<file path="src/rtl/fpadc_pkg.sv">
package fpadc_pkg;
    typedef enum logic [2:0] {
        ST_IDLE,
        ST_SETTLE,
        ST_PGA,
        ST_WAIT_HI,
        ST_WAIT_LO
    } seq_state_e;
endpackage

</file>
<file path="src/rtl/fpadc_range_sel.sv">
module fpadc_range_sel #(
    parameter int unsigned FLASH_W = 4,
    localparam int unsigned RNG_W  = $clog2(FLASH_W + 1)
) (
    input  logic [FLASH_W-1:0] flash_code,
    output logic [RNG_W-1:0]   range_code,
    output logic [RNG_W-1:0]   gain_log2
);
    // Range is one more than the index of the highest set flash bit;
    // the gain exponent is its complement against the top range.
    always_comb begin
        range_code = '0;
        for (int i = 0; i < FLASH_W; i++) begin
            if (flash_code[i]) begin
                range_code = RNG_W'(i + 1);
            end
        end
        gain_log2 = RNG_W'(FLASH_W) - range_code;
    end
endmodule

</file>
<file path="src/rtl/fpadc_interval_timer.sv">
module fpadc_interval_timer #(
    parameter int unsigned CNT_W = 8
) (
    input  logic             clk,
    input  logic             rst_n,
    input  logic             load,
    input  logic [CNT_W-1:0] load_val,
    output logic             zero
);
    logic [CNT_W-1:0] cnt_d, cnt_q;

    always_comb begin
        cnt_d = cnt_q;
        if (load) begin
            cnt_d = load_val;
        end else if (cnt_q != '0) begin
            cnt_d = cnt_q - 1'b1;
        end
    end

    always_ff @(posedge clk or negedge rst_n) begin
        if (!rst_n) cnt_q <= '0;
        else        cnt_q <= cnt_d;
    end

    assign zero = (cnt_q == '0);


    load_nonzero_chk: assert property (@(posedge clk) disable iff (!rst_n)
        (load && (load_val != '0)) |=> !zero);
endmodule

</file>
<file path="src/rtl/fpadc_seq.sv">
module fpadc_seq
    import fpadc_pkg::*;
#(
    parameter int unsigned MANT_W         = 12,
    parameter int unsigned FLASH_W        = 4,
    parameter int unsigned CNT_W          = 8,
    parameter int unsigned PGA_SETTLE_CYC = 150,
    localparam int unsigned RNG_W         = $clog2(FLASH_W + 1)
) (
    input  logic               clk,
    input  logic               rst_n,
    input  logic               exec_strobe,
    input  logic [CNT_W-1:0]   settle_cyc,
    input  logic               cmp_over,
    input  logic [FLASH_W-1:0] flash_code,
    output logic               adc_start,
    input  logic               adc_busy,
    input  logic [MANT_W-1:0]  adc_data,
    output logic [RNG_W-1:0]   pga_gain_log2,
    output logic               seq_busy,
    output logic               res_valid,
    output logic               res_under,
    output logic [MANT_W-1:0]  res_mant,
    output logic [RNG_W-1:0]   res_range
);
    localparam logic [RNG_W-1:0] GAIN_IDLE = RNG_W'(FLASH_W);
    localparam logic [CNT_W-1:0] PGA_CNT   = CNT_W'(PGA_SETTLE_CYC);

    typedef struct packed {
        seq_state_e        st;
        logic [RNG_W-1:0]  gain;
        logic              start;
        logic              valid;
        logic              under;
        logic [MANT_W-1:0] mant;
        logic [RNG_W-1:0]  rng;
    } seq_regs_t;

    seq_regs_t         r_d, r_q;
    logic              tmr_load;
    logic [CNT_W-1:0]  tmr_val;
    logic              tmr_zero;
    logic [RNG_W-1:0]  sel_rng, sel_gain;

    fpadc_range_sel #(.FLASH_W(FLASH_W)) u_range_sel (
        .flash_code (flash_code),
        .range_code (sel_rng),
        .gain_log2  (sel_gain)
    );

    fpadc_interval_timer #(.CNT_W(CNT_W)) u_timer (
        .clk      (clk),
        .rst_n    (rst_n),
        .load     (tmr_load),
        .load_val (tmr_val),
        .zero     (tmr_zero)
    );

    always_comb begin
        r_d       = r_q;
        r_d.start = 1'b0;
        r_d.valid = 1'b0;
        tmr_load  = 1'b0;
        tmr_val   = '0;
        case (r_q.st)
            ST_IDLE: begin
                if (exec_strobe) begin
                    r_d.st   = ST_SETTLE;
                    tmr_load = 1'b1;
                    tmr_val  = settle_cyc;
                end
            end
            ST_SETTLE: begin
                if (tmr_zero) begin
                    if (cmp_over) begin
                        r_d.st   = ST_PGA;
                        r_d.gain = sel_gain;
                        r_d.rng  = sel_rng;
                        tmr_load = 1'b1;
                        tmr_val  = PGA_CNT;
                    end else begin
                        r_d.st    = ST_IDLE;
                        r_d.valid = 1'b1;
                        r_d.under = 1'b1;
                        r_d.mant  = '0;
                        r_d.rng   = '0;
                        r_d.gain  = GAIN_IDLE;
                    end
                end
            end
            ST_PGA: begin
                if (tmr_zero) begin
                    r_d.st    = ST_WAIT_HI;
                    r_d.start = 1'b1;
                end
            end
            ST_WAIT_HI: begin
                if (adc_busy) r_d.st = ST_WAIT_LO;
            end
            ST_WAIT_LO: begin
                if (!adc_busy) begin
                    r_d.st    = ST_IDLE;
                    r_d.valid = 1'b1;
                    r_d.under = 1'b0;
                    r_d.mant  = adc_data;
                    r_d.gain  = GAIN_IDLE;
                end
            end
            default: r_d.st = ST_IDLE;
        endcase
    end

    always_ff @(posedge clk or negedge rst_n) begin
        if (!rst_n) begin
            r_q <= '{st: ST_IDLE, gain: GAIN_IDLE, start: 1'b0, valid: 1'b0,
                     under: 1'b0, mant: '0, rng: '0};
        end else begin
            r_q <= r_d;
        end
    end

    assign adc_start     = r_q.start;
    assign pga_gain_log2 = r_q.gain;
    assign seq_busy      = (r_q.st != ST_IDLE);
    assign res_valid     = r_q.valid;
    assign res_under     = r_q.under;
    assign res_mant      = r_q.mant;
    assign res_range     = r_q.rng;


    start_pulse_chk: assert property (@(posedge clk) disable iff (!rst_n)
        adc_start |=> !adc_start);


    start_in_busy_chk: assert property (@(posedge clk) disable iff (!rst_n)
        adc_start |-> seq_busy);


    idle_gain_chk: assert property (@(posedge clk) disable iff (!rst_n)
        !seq_busy |-> (pga_gain_log2 == GAIN_IDLE));


    valid_pulse_chk: assert property (@(posedge clk) disable iff (!rst_n)
        res_valid |=> !res_valid);


    under_zero_chk: assert property (@(posedge clk) disable iff (!rst_n)
        (res_valid && res_under) |-> ((res_mant == '0) && (res_range == '0)));
endmodule

</file>
<file path="config.mk">
export PLATFORM = sky130hd
export DESIGN_NAME = fpadc_seq
export DESIGN_NICKNAME = d
export VERILOG_FILES = /design/src/rtl/fpadc_pkg.sv /design/src/rtl/fpadc_range_sel.sv /design/src/rtl/fpadc_interval_timer.sv /design/src/rtl/fpadc_seq.sv
export SDC_FILE = /design/constraint.sdc
export NUM_CORES = 1
export LEC_CHECK = 0
export BUFFER_PORTS_ARGS = -buffer_cell sky130_fd_sc_hd__buf_2
export CAP_MARGIN = 20
export CORE_MARGIN = 5
export CORE_UTILIZATION = 33
export CTS_CLUSTER_DIAMETER = 50
export DETAILED_ROUTE_END_ITERATION = 6
export PLACE_DENSITY = 0.58
export SLEW_MARGIN = 15
export SYNTH_ARGS = -nofsm -noshare
export SYNTH_HDL_FRONTEND = slang
export SYNTH_HIERARCHICAL = 1
export SYNTH_SLANG_ARGS = --single-unit
</file>
<file path="constraint.sdc">
create_clock -name clk -period 2.6 [get_ports clk]
set_input_delay 0 -clock clk [delete_from_list [all_inputs] [get_ports clk]]
set_output_delay 0 -clock clk [all_outputs]
set_load 0.005 [all_outputs]
</file>
==> impl_metrics.ini, run 1 <==
[worst_setup_path]
path_cells = inv_1, ha_1, or3b_1, nor2_2, and4bb_2, nand2_1, nand2b_1, inv_1, a221oi_1
crit-reg2reg-launch = u_timer/cnt_q[0]$_DFFE_PN0P_
cp.required_ns = 2.77
critPathMaxStageDelay_ns = 0.41
end_kind = register
critPathKind = reg2reg
rr_endpoint = u_timer/cnt_q[5]$_DFFE_PN0P_
worstPathMaxFanout = 6
cpMostUsedCell = inv_1
reg2reg_depth = 9
crit_slowest_cell = dfrtp_1
critPathLaunchType = register
r2r_slack_ns = 0.25
worstPathArrival_ns = 2.52

[final_layout]
finalNetCount = 257
fin_cells = 299
syn2layout_area_growth_pct = 22.2
drive_gt1_frac = 0.322
diodes = 0

[timing]
hold_violations = 0
fin_crit_sh = 0.903
whs_ns = 0.0187
rsz0062_at_grt = no
max_freq_mhz = 426
setup-violations-final = 0
fin_setup_tns_ns = 0
timing.slew.headroom = 0.524
skew_ns = 0.00504
finalCriticalPeriod_ns = 2.35
setup_slack_ns = 0.253
slew_violations = 0
worst_slew_pin_slew_ns = 0.713

[die]
die_h_um = 83.9
initial_core_util = 0.334
rows = 27
die_x_um = 83.9
die_area_mm2 = 0.00704
core_mm2 = 0.00541
io_pins = 51

[drt]
wl_per_cell_um = 13.4
drtPass1Iterations = 4
drt_iter0_markers = 91
num_vias = 1434
wl_um = 4010
avgViaCountPerCell = 4.80
drcViolationCount = 0
ant_nets = 0

[synthesis]
yosysWarnings = 6
postSynthNetCount = 209
ys_seq_elements = 32
synth-seq-area-share = 0.445
synth_edf_count = 0
synth_ff_type = dfrtp_1
avgSynthCellArea_um2 = 10.1
synth_top_area_share = 0.430
ys_async_sr_fraction = 1.00
yosys.area.top_type = dfrtp_1
synth_cells = 178
yosysUniqueCellTypes = 53
yosys-top-cells-area = dfrtp_1 43%, buf_4 8.7%, a22o_1 5.8%
synthesis.area_mm2 = 0.00180

[hold_path]
hold_end = res_range[2]$_DFFE_PN0P_
hold-path-cell-count = 3
hp-start = flash_code[3]
hold_path_class = in2reg

[global_routing]
grt_use_met3 = 0.0346
grt_pass1_vias = 1410
antenna_found_initial = 0
top_usage_layer = met2
grt_pass1_wl_um = 6640
use_met2 = 0.190
use_met1 = 0.143
grt_usage = 0.117
grt_start_max_net_pins = 33
grt_overflow = 0

[run]
drv_cap = 0

[clock_network]
clock_path_buffers = 2
ctsHtreeMaxLevel = 2
cts_buffers = 5
ctsResizeCount = 0
cts_sinks = 32
cts_tree = yes
insertion_delay_ns = 0.28
root_buffer = clkbuf_8
clk_pin_slew_ns = 0.06

[place]
portBuffers = 50
pre_cts_ws_ns = 0.259
place_hpwl_um = 2830
numPlacedInstances = 277
gp_congestion = 0.849

[power]
vdd_drop_max_mv = 0.304
powerDensity_mw_per_mm2 = 905
leakage_nw = 1.07

[outcome]
run_status = completed
[critical path: cells and delay by family (launching register included)]
kind            cells  cell delay (ns)
fa+ha+maj           1             0.21
compound gates      1             0.29
buf+inv             2             0.24
simple gates        5             1.09
flops               1             0.41
[placed cells by master (no fill, tap or decap), drive strengths merged, types with 3 or more instances in the layout]
cell / instances
inv: 7
nand2: 20
nor2: 7
a22o: 12
a21oi: 4
and4bb: 3
nor3: 5
dlygate4sd3: 14
buf: 55
o31ai: 3
nand3: 5
and2: 4
clkbuf: 7
dfrtp: 31
nor2b: 3
[sequential cells by signal, indices dropped and copies added, names as in the netlist]
signal and flops:
pga_gain_log2 3, res_under 1, r_q 3, res_range 3, res_valid 1, res_mant 12, u_timer/cnt_q 8, adc_start 1
[stage by stage]
stage,area (µm²),utilization,power (W)
final,2200,0.408,0.00199
after global routing,2200,0.408,0.00216
after CTS,2200,0.408,0.00203
after detailed placement,1980,0.367,0.00164
after global placement,1980,0.367,0.00164
after floorplan,1810,-,0.00151
[kinds of logic after synthesis]
kind of cell,synth area share
multiplexers,0.0222
buffers and inverters,0.126
XOR/XNOR,0.00972
AND/OR/NAND/NOR,0.223
AO/OA/AOI/OAI,0.160
adder cells (fa/ha/maj),0.0139
flip-flops,0.445
[how the worst max path moves through the flow]
stage / startpoint / endpoint / slack [ns]
floorplan: u_timer/cnt_q[0]$_DFFE_PN0P_ / u_timer/cnt_q[4]$_DFFE_PN0P_ / 0.08
global placement: u_timer/cnt_q[0]$_DFFE_PN0P_ / u_timer/cnt_q[6]$_DFFE_PN0P_ / 0.35
detailed placement: u_timer/cnt_q[0]$_DFFE_PN0P_ / u_timer/cnt_q[5]$_DFFE_PN0P_ / 0.26
CTS: u_timer/cnt_q[0]$_DFFE_PN0P_ / u_timer/cnt_q[5]$_DFFE_PN0P_ / 0.25
global route: u_timer/cnt_q[0]$_DFFE_PN0P_ / u_timer/cnt_q[6]$_DFFE_PN0P_ / 0.08
finish: u_timer/cnt_q[0]$_DFFE_PN0P_ / u_timer/cnt_q[5]$_DFFE_PN0P_ / 0.25
[synthesized netlist by cell type, drive strengths merged (2+ instances only)]
| library cell | number |
|---|---|
| nor4 | 2 |
| and2 | 4 |
| nor3b | 2 |
| ha | 2 |
| or2 | 2 |
| nor4b | 2 |
| inv | 7 |
| a21oi | 4 |
| a22o | 12 |
| a31oi | 2 |
| o21ai | 2 |
| o31ai | 3 |
| o21bai | 2 |
| mux2 | 2 |
| or3 | 2 |
| or3b | 2 |
| and3 | 2 |
| nand3 | 5 |
| nor2b | 3 |
| and4bb | 3 |
| dfrtp | 31 |
| o22ai | 2 |
| or4 | 2 |
| nor3 | 5 |
| nand2 | 20 |
| buf | 26 |
| nor2 | 7 |
[report_power, final]
group          switching (W)  internal, W
Combinational       0.000329     0.000406
Sequential          0.000200     0.000702
Clock               0.000170     0.000187
Total               0.000699      0.00130
[area by class of cell]
type	count	area [µm²]
Timing Repair Buffer	69	428
Tap cell	72	90.1
Inverter	7	26.3
Fill cell	564	3200
Sequential cell	32	802
Clock inverter	1	5.00
Multi-Input combinational cell	111	776
Clock buffer	7	76.3
[timing repair]
| action | in CTS | in global routing |
|---|---|---|
| setup buffers | 0 | 0 |
| endpoints found under the hold margin | 45 | 0 |
| hold buffers | 14 | 0 |
[metal layers]
layer / share of wire / vias to the layer above
li1: - / 716
met1: 0.44 / 659
met2: 0.47 / 54
met3: 0.071 / 5
met4: 0.015 / 0
met5: 0 / -
No activity file was read; power rests on OpenSTA's default activity.
==> run 2: changes to the inputs <==
--- a/config.mk
+++ b/config.mk
@@ -13,3 +13,3 @@
 export DETAILED_ROUTE_END_ITERATION = 6
-export PLACE_DENSITY = 0.58
+export PLACE_DENSITY_LB_ADDON = 0.15
 export SLEW_MARGIN = 15
--- a/constraint.sdc
+++ b/constraint.sdc
@@ -3,2 +3,2 @@
 set_output_delay 0 -clock clk [all_outputs]
-set_load 0.005 [all_outputs]
+set_load 0.05 [all_outputs]
==> run 2 against run 1 <==
Compared with the run above: count of clock-buffer cells in the layout shrank 1; clock power increased by 29%; utilization grew 0.63 points; sequential power about the same; critical path type unchanged; critical endpoint is now u_timer/cnt_q[6]$_DFFE_PN0P_; largest power group is now combinational logic.
==> impl_metrics.ini, run 2 (synthesis gave the netlist of run 1 again) <==
[outcome]
run_status = completed

[final_layout]
drive_gt1_frac = 0.329
largest_reg_flops = 12
syn2layout_area_growth_pct = 24.1
final_common_cell = buf_2
fin_util = 0.414
fin_cells = 300
final_cell_mix = 50 x buf_2, 31 x dfrtp_1, 20 x nand2_1, 14 x dlygate4sd3_1, 12 x a22o_1
finalNetCount = 258
diodes = 0

[timing]
slew_violations = 0
hold_violations = 0
whs_ns = 0.0164
timing.slew.headroom = 0.521
skew_ns = 0.00498
fin_setup_tns_ns = 0
worst_slew_pin_slew_ns = 0.718
finalCriticalPeriod_ns = 2.29
setup-violations-final = 0
fin_crit_sh = 0.880
max_freq_mhz = 437
rsz0062_at_grt = no

[global_routing]
grt_pass1_wl_um = 6930
grt_start_max_net_pins = 33
grt_usage = 0.122
antenna_found_initial = 0
grt_pass1_vias = 1429
grt_overflow = 0

[worst_setup_path]
critPathKind = reg2reg
crit-reg2reg-launch = u_timer/cnt_q[0]$_DFFE_PN0P_
critPathLaunchType = register
end_kind = register
r2r_slack_ns = 0.31
worstPathMaxFanout = 11
rr_endpoint = u_timer/cnt_q[6]$_DFFE_PN0P_
reg2reg_depth = 11
cp.required_ns = 2.75
worstPathArrival_ns = 2.44

[die]
core_mm2 = 0.00541
io_pins = 51
rows = 27
die_area_mm2 = 0.00704
die_h_um = 83.9
initial_core_util = 0.334
die_x_um = 83.9

[drt]
drtPass1Iterations = 4
drt_iter0_markers = 52
drcViolationCount = 0
avgViaCountPerCell = 4.88
wl_per_cell_um = 13.5
wl_um = 4060
num_vias = 1464
ant_nets = 0

[place]
gp_congestion = 0.775
place_hpwl_um = 2850
numPlacedInstances = 278
portBuffers = 50

[clock_network]
root_buffer = clkbuf_8
clock_path_buffers = 2
cts_tree = yes
ctsHtreeMaxLevel = 2
cts_sinks = 32
cts_buffers = 5
insertion_delay_ns = 0.28
clk_pin_slew_ns = 0.07

[run]
drv_cap = 0

[power]
vdd_drop_max_mv = 0.460
powerDensity_mw_per_mm2 = 1150
leakage_nw = 1.09

[hold_path]
hold-path-cell-count = 3
hp-start = flash_code[3]
hold_path_class = in2reg
hold_end = res_range[2]$_DFFE_PN0P_
run 2: cell count changes in the layout (fill, tap and decap cells not counted):
cell | before | now
bufinv_16 | 0 | 1
buf_4 | 5 | 6
clkbuf_1 | 2 | 1
run 2: critical path: stages (launching register included):
cell and delay, ns:
dfrtp_1 0.41, inv_1 0.09, ha_1 0.23, or3b_1 0.40, nor2_2 0.13, and4bb_2 0.24
nand2_1 0.13, nand2b_1 0.15, buf_4 0.18, nor2_1 0.05, nand4_1 0.08, nand3_1 0.08
run 2: layout make-up:
class	instances	area, µm²
fillers	547	3170
clock buffers	6	72.6
multi-input cells	111	776
flip-flops and latches	32	802
clock inverters	2	35.0
repair buffers	70	435
well taps	72	90.1
inverters	7	26.3
run 2: worst max path at each step:
stage / end / start / slack, ns
final: u_timer/cnt_q[6]$_DFFE_PN0P_ / u_timer/cnt_q[0]$_DFFE_PN0P_ / 0.31
after global routing: u_timer/cnt_q[6]$_DFFE_PN0P_ / u_timer/cnt_q[0]$_DFFE_PN0P_ / 0.12
after CTS: u_timer/cnt_q[6]$_DFFE_PN0P_ / u_timer/cnt_q[0]$_DFFE_PN0P_ / 0.30
after detailed placement: u_timer/cnt_q[6]$_DFFE_PN0P_ / u_timer/cnt_q[0]$_DFFE_PN0P_ / 0.31
after global placement: res_mant[8]$_DFFE_PN0P_ / u_timer/cnt_q[0]$_DFFE_PN0P_ / 0.37
after floorplan: u_timer/cnt_q[4]$_DFFE_PN0P_ / u_timer/cnt_q[0]$_DFFE_PN0P_ / 0.08
run 2: what timing repair did:
item,in CTS,in global routing
hold buffers,14,0
hold endpoints to repair,45,0
gates resized for setup,0,0
endpoints found under the setup margin,0,0
setup buffers,0,0
run 2: per-stage QoR:
step                      setup slack, ns  area, µm²  total power [W]
after floorplan                    0.0833       1810          0.00196
after global placement              0.366       1990          0.00210
after detailed placement            0.312       1990          0.00210
after CTS                           0.296       2240          0.00259
after global routing                0.117       2240          0.00273
final                               0.312       2240          0.00256
run 2: layer usage:
metal	global-route usage	share of wire	up-vias
met1	0.157	0.46	687
li1	-	-	719
met2	0.185	0.46	52
met4	0.0468	0.013	0
met3	0.0444	0.074	6
met5	0	0	-
run 2: power breakdown:
part           switching (W)  internal, W
Combinational       0.000788     0.000415
Sequential          0.000200     0.000701
Clock               0.000177     0.000284
